`config.mk`:
```
export PLATFORM = sky130hd
export DESIGN_NAME = evtick_timer
export DESIGN_NICKNAME = d
export VERILOG_FILES = /design/src/rtl/evtmr_pkg.sv /design/src/rtl/evtmr_ctrl.sv /design/src/rtl/evtmr_downcnt.sv /design/src/rtl/evtmr_stamp.sv /design/src/rtl/evtick_timer.sv
export SDC_FILE = /design/constraint.sdc
export NUM_CORES = 1
export LEC_CHECK = 0
export ABC_AREA = 1
export BUFFER_PORTS_ARGS = -buffer_cell sky130_fd_sc_hd__buf_4
export CELL_PAD_IN_SITES_DETAIL_PLACEMENT = 1
export CELL_PAD_IN_SITES_GLOBAL_PLACEMENT = 1
export CORE_MARGIN = 2
export CORE_UTILIZATION = 37
export CTS_CLUSTER_DIAMETER = 200
export DETAILED_ROUTE_END_ITERATION = 12
export HOLD_SLACK_MARGIN = 0.12
export PLACE_DENSITY_LB_ADDON = 0.1
export SYNTH_ARGS = -nofsm -noshare
export SYNTH_HDL_FRONTEND = slang
export SYNTH_SLANG_ARGS = --single-unit
```
`constraint.sdc`:
```
create_clock -name clk -period 1.8 [get_ports clk]
set_input_delay 0.36 -clock clk [delete_from_list [all_inputs] [get_ports clk]]
set_output_delay 0.36 -clock clk [all_outputs]
set_load 0.01 [all_outputs]
```
`src/rtl/evtmr_pkg.sv`:
```
package evtmr_pkg;
  localparam int unsigned BUS_W   = 32;
  localparam int unsigned LANES   = BUS_W / 8;
  // word indices (byte offset / 4); fixed by the register window layout
  localparam int unsigned CNT_WORD   = 0;
  localparam int unsigned STAMP_WORD = 2;
  localparam int unsigned CTRL_WORD  = 5;

  typedef struct packed {
    logic tc;
    logic rld;
    logic per;
    logic en;
  } ctrl_t;

  localparam int unsigned TC_BIT  = 7;
  localparam int unsigned EN_BIT  = 0;
  localparam int unsigned PER_BIT = 1;
  localparam int unsigned RLD_BIT = 2;
endpackage

```
`src/rtl/evtmr_ctrl.sv`:
```
module evtmr_ctrl
  import evtmr_pkg::*;
(
  input  logic       clk,
  input  logic       rst,
  input  logic       wr,
  input  logic [7:0] wbyte,
  input  logic       expire,
  output ctrl_t      ctrl_q,
  output logic       irq
);
  ctrl_t ctrl_d;

  always_comb begin
    ctrl_d = ctrl_q;
    if (wr) begin
      ctrl_d.en  = wbyte[EN_BIT];
      ctrl_d.per = wbyte[PER_BIT];
      ctrl_d.rld = wbyte[RLD_BIT];
      if (wbyte[TC_BIT]) ctrl_d.tc = 1'b0;
    end else if (expire && !(ctrl_q.per && ctrl_q.rld)) begin
      ctrl_d.en = 1'b0;
    end
    if (expire) ctrl_d.tc = 1'b1;
  end

  always_ff @(posedge clk) begin
    if (rst) ctrl_q <= '0;
    else     ctrl_q <= ctrl_d;
  end

  assign irq = ctrl_q.tc;


  expire_sets_flag_chk: assert property (@(posedge clk) disable iff (rst)
    expire |=> ctrl_q.tc);

  flag_sticky_chk: assert property (@(posedge clk) disable iff (rst)
    (ctrl_q.tc && !(wr && wbyte[TC_BIT])) |=> ctrl_q.tc);

  oneshot_stop_chk: assert property (@(posedge clk) disable iff (rst)
    (expire && !wr && !(ctrl_q.per && ctrl_q.rld)) |=> !ctrl_q.en);
endmodule

```
`src/rtl/evtmr_downcnt.sv`:
```
module evtmr_downcnt
  import evtmr_pkg::*;
#(
  parameter int unsigned CNT_W = 32
) (
  input  logic             clk,
  input  logic             rst,
  input  logic             load,
  input  logic [BUS_W-1:0] wdata,
  input  logic [LANES-1:0] be,
  input  logic             run,
  input  logic             tick,
  input  logic             reload_mode,
  output logic [CNT_W-1:0] cnt_q,
  output logic             expire
);
  logic [CNT_W-1:0] load_q;
  logic [BUS_W-1:0] cur_w, merged;

  assign cur_w = BUS_W'(load_q);

  for (genvar b = 0; b < LANES; b++) begin : g_lane
    assign merged[8*b +: 8] = be[b] ? wdata[8*b +: 8] : cur_w[8*b +: 8];
  end

  logic step;
  assign step   = run && tick && !load;
  assign expire = step && (cnt_q <= CNT_W'(1));

  always_ff @(posedge clk) begin
    if (rst) begin
      load_q <= '0;
      cnt_q  <= '0;
    end else if (load) begin
      load_q <= merged[CNT_W-1:0];
      cnt_q  <= merged[CNT_W-1:0];
    end else if (expire) begin
      cnt_q <= reload_mode ? load_q : '0;
    end else if (step) begin
      cnt_q <= cnt_q - CNT_W'(1);
    end
  end


  count_hold_chk: assert property (@(posedge clk) disable iff (rst)
    (!load && !(run && tick)) |=> $stable(cnt_q));

  load_restart_chk: assert property (@(posedge clk) disable iff (rst)
    load |=> (cnt_q == load_q));

  reload_value_chk: assert property (@(posedge clk) disable iff (rst)
    (expire && reload_mode) |=> (cnt_q == load_q));
endmodule

```
`src/rtl/evtmr_stamp.sv`:
```
module evtmr_stamp #(
  parameter int unsigned TS_W = 32
) (
  input  logic            clk,
  input  logic            rst,
  input  logic            tick,
  output logic [TS_W-1:0] ts_q
);
  always_ff @(posedge clk) begin
    if (rst)       ts_q <= '0;
    else if (tick) ts_q <= ts_q + TS_W'(1);
  end


  stamp_step_chk: assert property (@(posedge clk) disable iff (rst)
    tick |=> (ts_q == TS_W'($past(ts_q) + TS_W'(1))));

  stamp_idle_chk: assert property (@(posedge clk) disable iff (rst)
    !tick |=> $stable(ts_q));
endmodule

```
`src/rtl/evtick_timer.sv`:
```
module evtick_timer
  import evtmr_pkg::*;
#(
  parameter int unsigned ADDR_W = 5,
  parameter int unsigned CNT_W  = 32,
  parameter int unsigned TS_W   = 32
) (
  input  logic              clk,
  input  logic              rst,
  input  logic [ADDR_W-1:0] bus_addr,
  input  logic              bus_wr,
  input  logic [31:0]       bus_wdata,
  input  logic [3:0]        bus_be,
  output logic [31:0]       bus_rdata,
  input  logic              tick_en,
  output logic              irq
);
  localparam int unsigned WORD_W = ADDR_W - 2;

  logic [WORD_W-1:0] word;
  logic              cnt_wr, ctrl_wr, expire;
  logic [CNT_W-1:0]  cnt;
  logic [TS_W-1:0]   ts;
  ctrl_t             ctrl;

  assign word    = bus_addr[ADDR_W-1:2];
  assign cnt_wr  = bus_wr && (word == WORD_W'(CNT_WORD)) && (|bus_be);
  assign ctrl_wr = bus_wr && (word == WORD_W'(CTRL_WORD)) && bus_be[0];

  evtmr_downcnt #(.CNT_W(CNT_W)) u_cnt (
    .clk(clk), .rst(rst), .load(cnt_wr), .wdata(bus_wdata), .be(bus_be),
    .run(ctrl.en), .tick(tick_en), .reload_mode(ctrl.per && ctrl.rld),
    .cnt_q(cnt), .expire(expire)
  );

  evtmr_ctrl u_ctrl (
    .clk(clk), .rst(rst), .wr(ctrl_wr), .wbyte(bus_wdata[7:0]),
    .expire(expire), .ctrl_q(ctrl), .irq(irq)
  );

  evtmr_stamp #(.TS_W(TS_W)) u_stamp (
    .clk(clk), .rst(rst), .tick(tick_en), .ts_q(ts)
  );

  always_ff @(posedge clk) begin
    if (rst) begin
      bus_rdata <= '0;
    end else begin
      unique case (word)
        WORD_W'(CNT_WORD):   bus_rdata <= 32'(cnt);
        WORD_W'(STAMP_WORD): bus_rdata <= 32'(ts);
        WORD_W'(CTRL_WORD):  bus_rdata <= {24'd0, ctrl.tc, 4'd0, ctrl.rld, ctrl.per, ctrl.en};
        default:             bus_rdata <= '0;
      endcase
    end
  end
endmodule

```
==> metrics <==
cell mode on critical path nor2_1; Sink Count 132; Fin Hold WS 201.5 ps; Total GRT Usage around 23%; Max VDD drop 0.0005494 V; # rows 52; final net count 1369; cell area after synthesis 0.007654 mm2; Tcrit/Tclk final 95.74%; area of the multi-input gates 0.004018 mm2; static leakage power 0.004479 uW; die area between 0.02 and 0.025 mm2; post-synth top area share 34.53%; Initial Utilization 37.70%; vias in the first global route 7949; drc violations 0; hold_buf cts 0; Critical Path Sink Type flip-flop; critical path's top delay family simple AND/OR/NAND/NOR gates; Crit Path Category flip-flop to flip-flop; gpl congestion 0.8323; cell taking the most area after synthesis dfxtp_1; Slew Viols, Final 0; yosys warns 0; most common cell in the netlist nand2_1; ANT nets after route 0; post-synthesis cell count 1201; cells along the critical path nor2_4 -> nand2_2 -> nor2_4 -> nand2_4 -> nand2_4 -> buf_4 -> nand2_2 -> nand2_1 -> nor2_1 -> nor2_1 -> nor2_1; Final Power 8528 uW; cells taking the most area after synthesis dfxtp_1 (35%), nand2_1 (16%), inv_1 (9.9%); clock skew 10.64 ps; Reg area roughly 0.0026 mm2; Crit path required time 2110 ps; crit path max fanout 5; Pre-Repair DR Iteration Count 4; Fin. Hold Viols 0; first-pass GRT wire length 40.48 mm; CTS clock-pin slew for the worst setup and hold paths 60 ps; Arr. time, crit path 2040 ps; hpwl dp 17.77 mm; Initial DRC Count 313; global route total overflow 0; Antenna Cells 0; pin count of the biggest net entering global routing 59; slew of the pin with the lowest slew margin around 400 ps; fin util 47.92%; worst hold path type input port to flip-flop; Power Dens Cells 876.8 mW/mm2; Post-Synthesis Net Count 1249; CTS tree yes; Die X 147.8 um; CP peak stage delay roughly 430 ps; CTS root buf clkbuf_16; maximum clock rate 580.3 MHz; Layout area overhead 27.09%; sequential fraction of the synthesis area about 35%; core area 0.02030 mm2; share of cells above drive strength 1 19.42%; fin crit period between 1500 and 2000 ps; vias per cell 4.855; Synth Flop Type dfxtp_1; top post-synthesis cells by count nand2_1 (323), inv_1 (202), dfxtp_1 (132); # port buffers between 70 and 80; Max Cap Violations 0; #FFs+latches synth 132; CTS H-tree depth 4; Mean Syn Cell Area 6.373 um2; Via Count between 7k and 8k; Startpoint Class flip-flop; Slew headroom 73.18%; Die Ht roughly 150 um; WL/cell 15.19 um; antenna violations before repair 0; # IOs 78; asr flop ratio synth 0%; CTS Buf Count 17; slowest library cell on the worst path dfxtp_1; Post-synth EDFFs 0; Total Wirelength 24.37 mm; library cells used by synthesis 40; status completed; deepest clock path buffer count 2; Final setup viols 0; clock latency at the later pin of the worst-skew pair approximately 430 ps; fillers 2739; worst path buffer plus inverter count 1
-- cells by family after synthesis --
logic type      after synthesis  share of synthesized area, %
buf+inv                     257                         14.37
compound gates              180                         12.57
flops                       132                         34.53
xor+xnor                     23                         2.632
simple gates                606                         35.41
fa+ha+maj                     3                        0.4905
-- worst min-delay path, cell delays in order --
cell     delay (ps)
buf_4            80
o21ai_0          70
nor2_1           80
-- power breakdown --
part | internal [uW] | switching, uW
clock | 2680 | 1410
sequential | 2970 | 49.0
combinational | 532 | 884
-- cells in the final DEF, fill, tap and decap left out, types with 2 or more instances in the layout --
cell type and count:
a21oi_2 7, inv_2 3, nand3b_1 24, a31oi_1 2, nor2_2 22, nand4_1 40, inv_1 200, buf_4 145
clkinvlp_4 3, dfxtp_1 131, o211ai_1 3, nand2_2 14, xor2_1 14, ha_1 2, bufinv_16 6, nor2_4 9
nor3_1 10, buf_12 9, and3_1 2, nor2_1 115, o21ai_1 8, o21ai_0 75, a21oi_1 79, xnor2_1 9
nor3_2 4, clkbuf_8 2, nand2_1 318, nand2_4 3, nand3_1 35, clkbuf_16 17, nor3b_1 3, nand3_2 3
-- metrics by stage --
| step | instances | area, um2 | TNS (ps) | worst slack, ps |
|---|---|---|---|---|
| 2_1_floorplan | 1201 | 7654 | 0 | 218.9 |
| 3_3_place_gp | 1568 | 8900 | -79.52 | -22.65 |
| 3_5_place_dp | 1568 | 8900 | -304.9 | -78.40 |
| 4_1_cts | 1600 | 9588 | 0 | 5.776 |
| 5_1_grt | 1604 | 9727 | -125.2 | -29.24 |
| 6_report | 1604 | 9727 | 0 | 76.71 |
-- registers in the layout, indices dropped and copies added, names as in the netlist --
register	count
u_cnt.cnt_q	32
u_ctrl.ctrl_q	3
u_cnt.cur_w	32
u_ctrl.irq	1
u_stamp.ts_q	32
bus_rdata	32
-- per-layer routing --
layer  vias to the layer above  GRT usage (%)  routed length [um]
li1                       3983              -                   -
met1                      3654          31.72               12170
met2                       120          38.35               11150
met3                        30          2.870                 627
met4                         0          6.714                 417
met5                         -              0                   0
-- repair_timing --
action / 4_1_cts / 5_1_grt
setup buffers: 0 / 4
endpoints found under the setup margin: 2 / 41
resized for setup: 3 / 33
pin swaps: 0 / 3
-- final cells by class --
type | count | area share (%)
Clock buffer | 20 | 4.695
Clock inverter | 12 | 2.315
Inverter | 203 | 7.834
Multi-Input combinational cell | 812 | 41.30
Sequential cell | 132 | 27.18
Tap cell | 270 | 3.473
Timing Repair Buffer | 155 | 13.20
-- path summary, 6_finish.rpt --
check,from,end,depth (start not counted),slack (ps)
max,u_cnt.cnt_q[9],u_cnt.cnt_q[20],11,80
min,bus_wdata[1],u_ctrl.ctrl_q[1],3,200
min reg2reg,u_stamp.ts_q[31],bus_rdata[31],2,480
max reg2reg,u_cnt.cnt_q[9],u_cnt.cnt_q[20],11,80
Power figures use the tool's default switching activity.
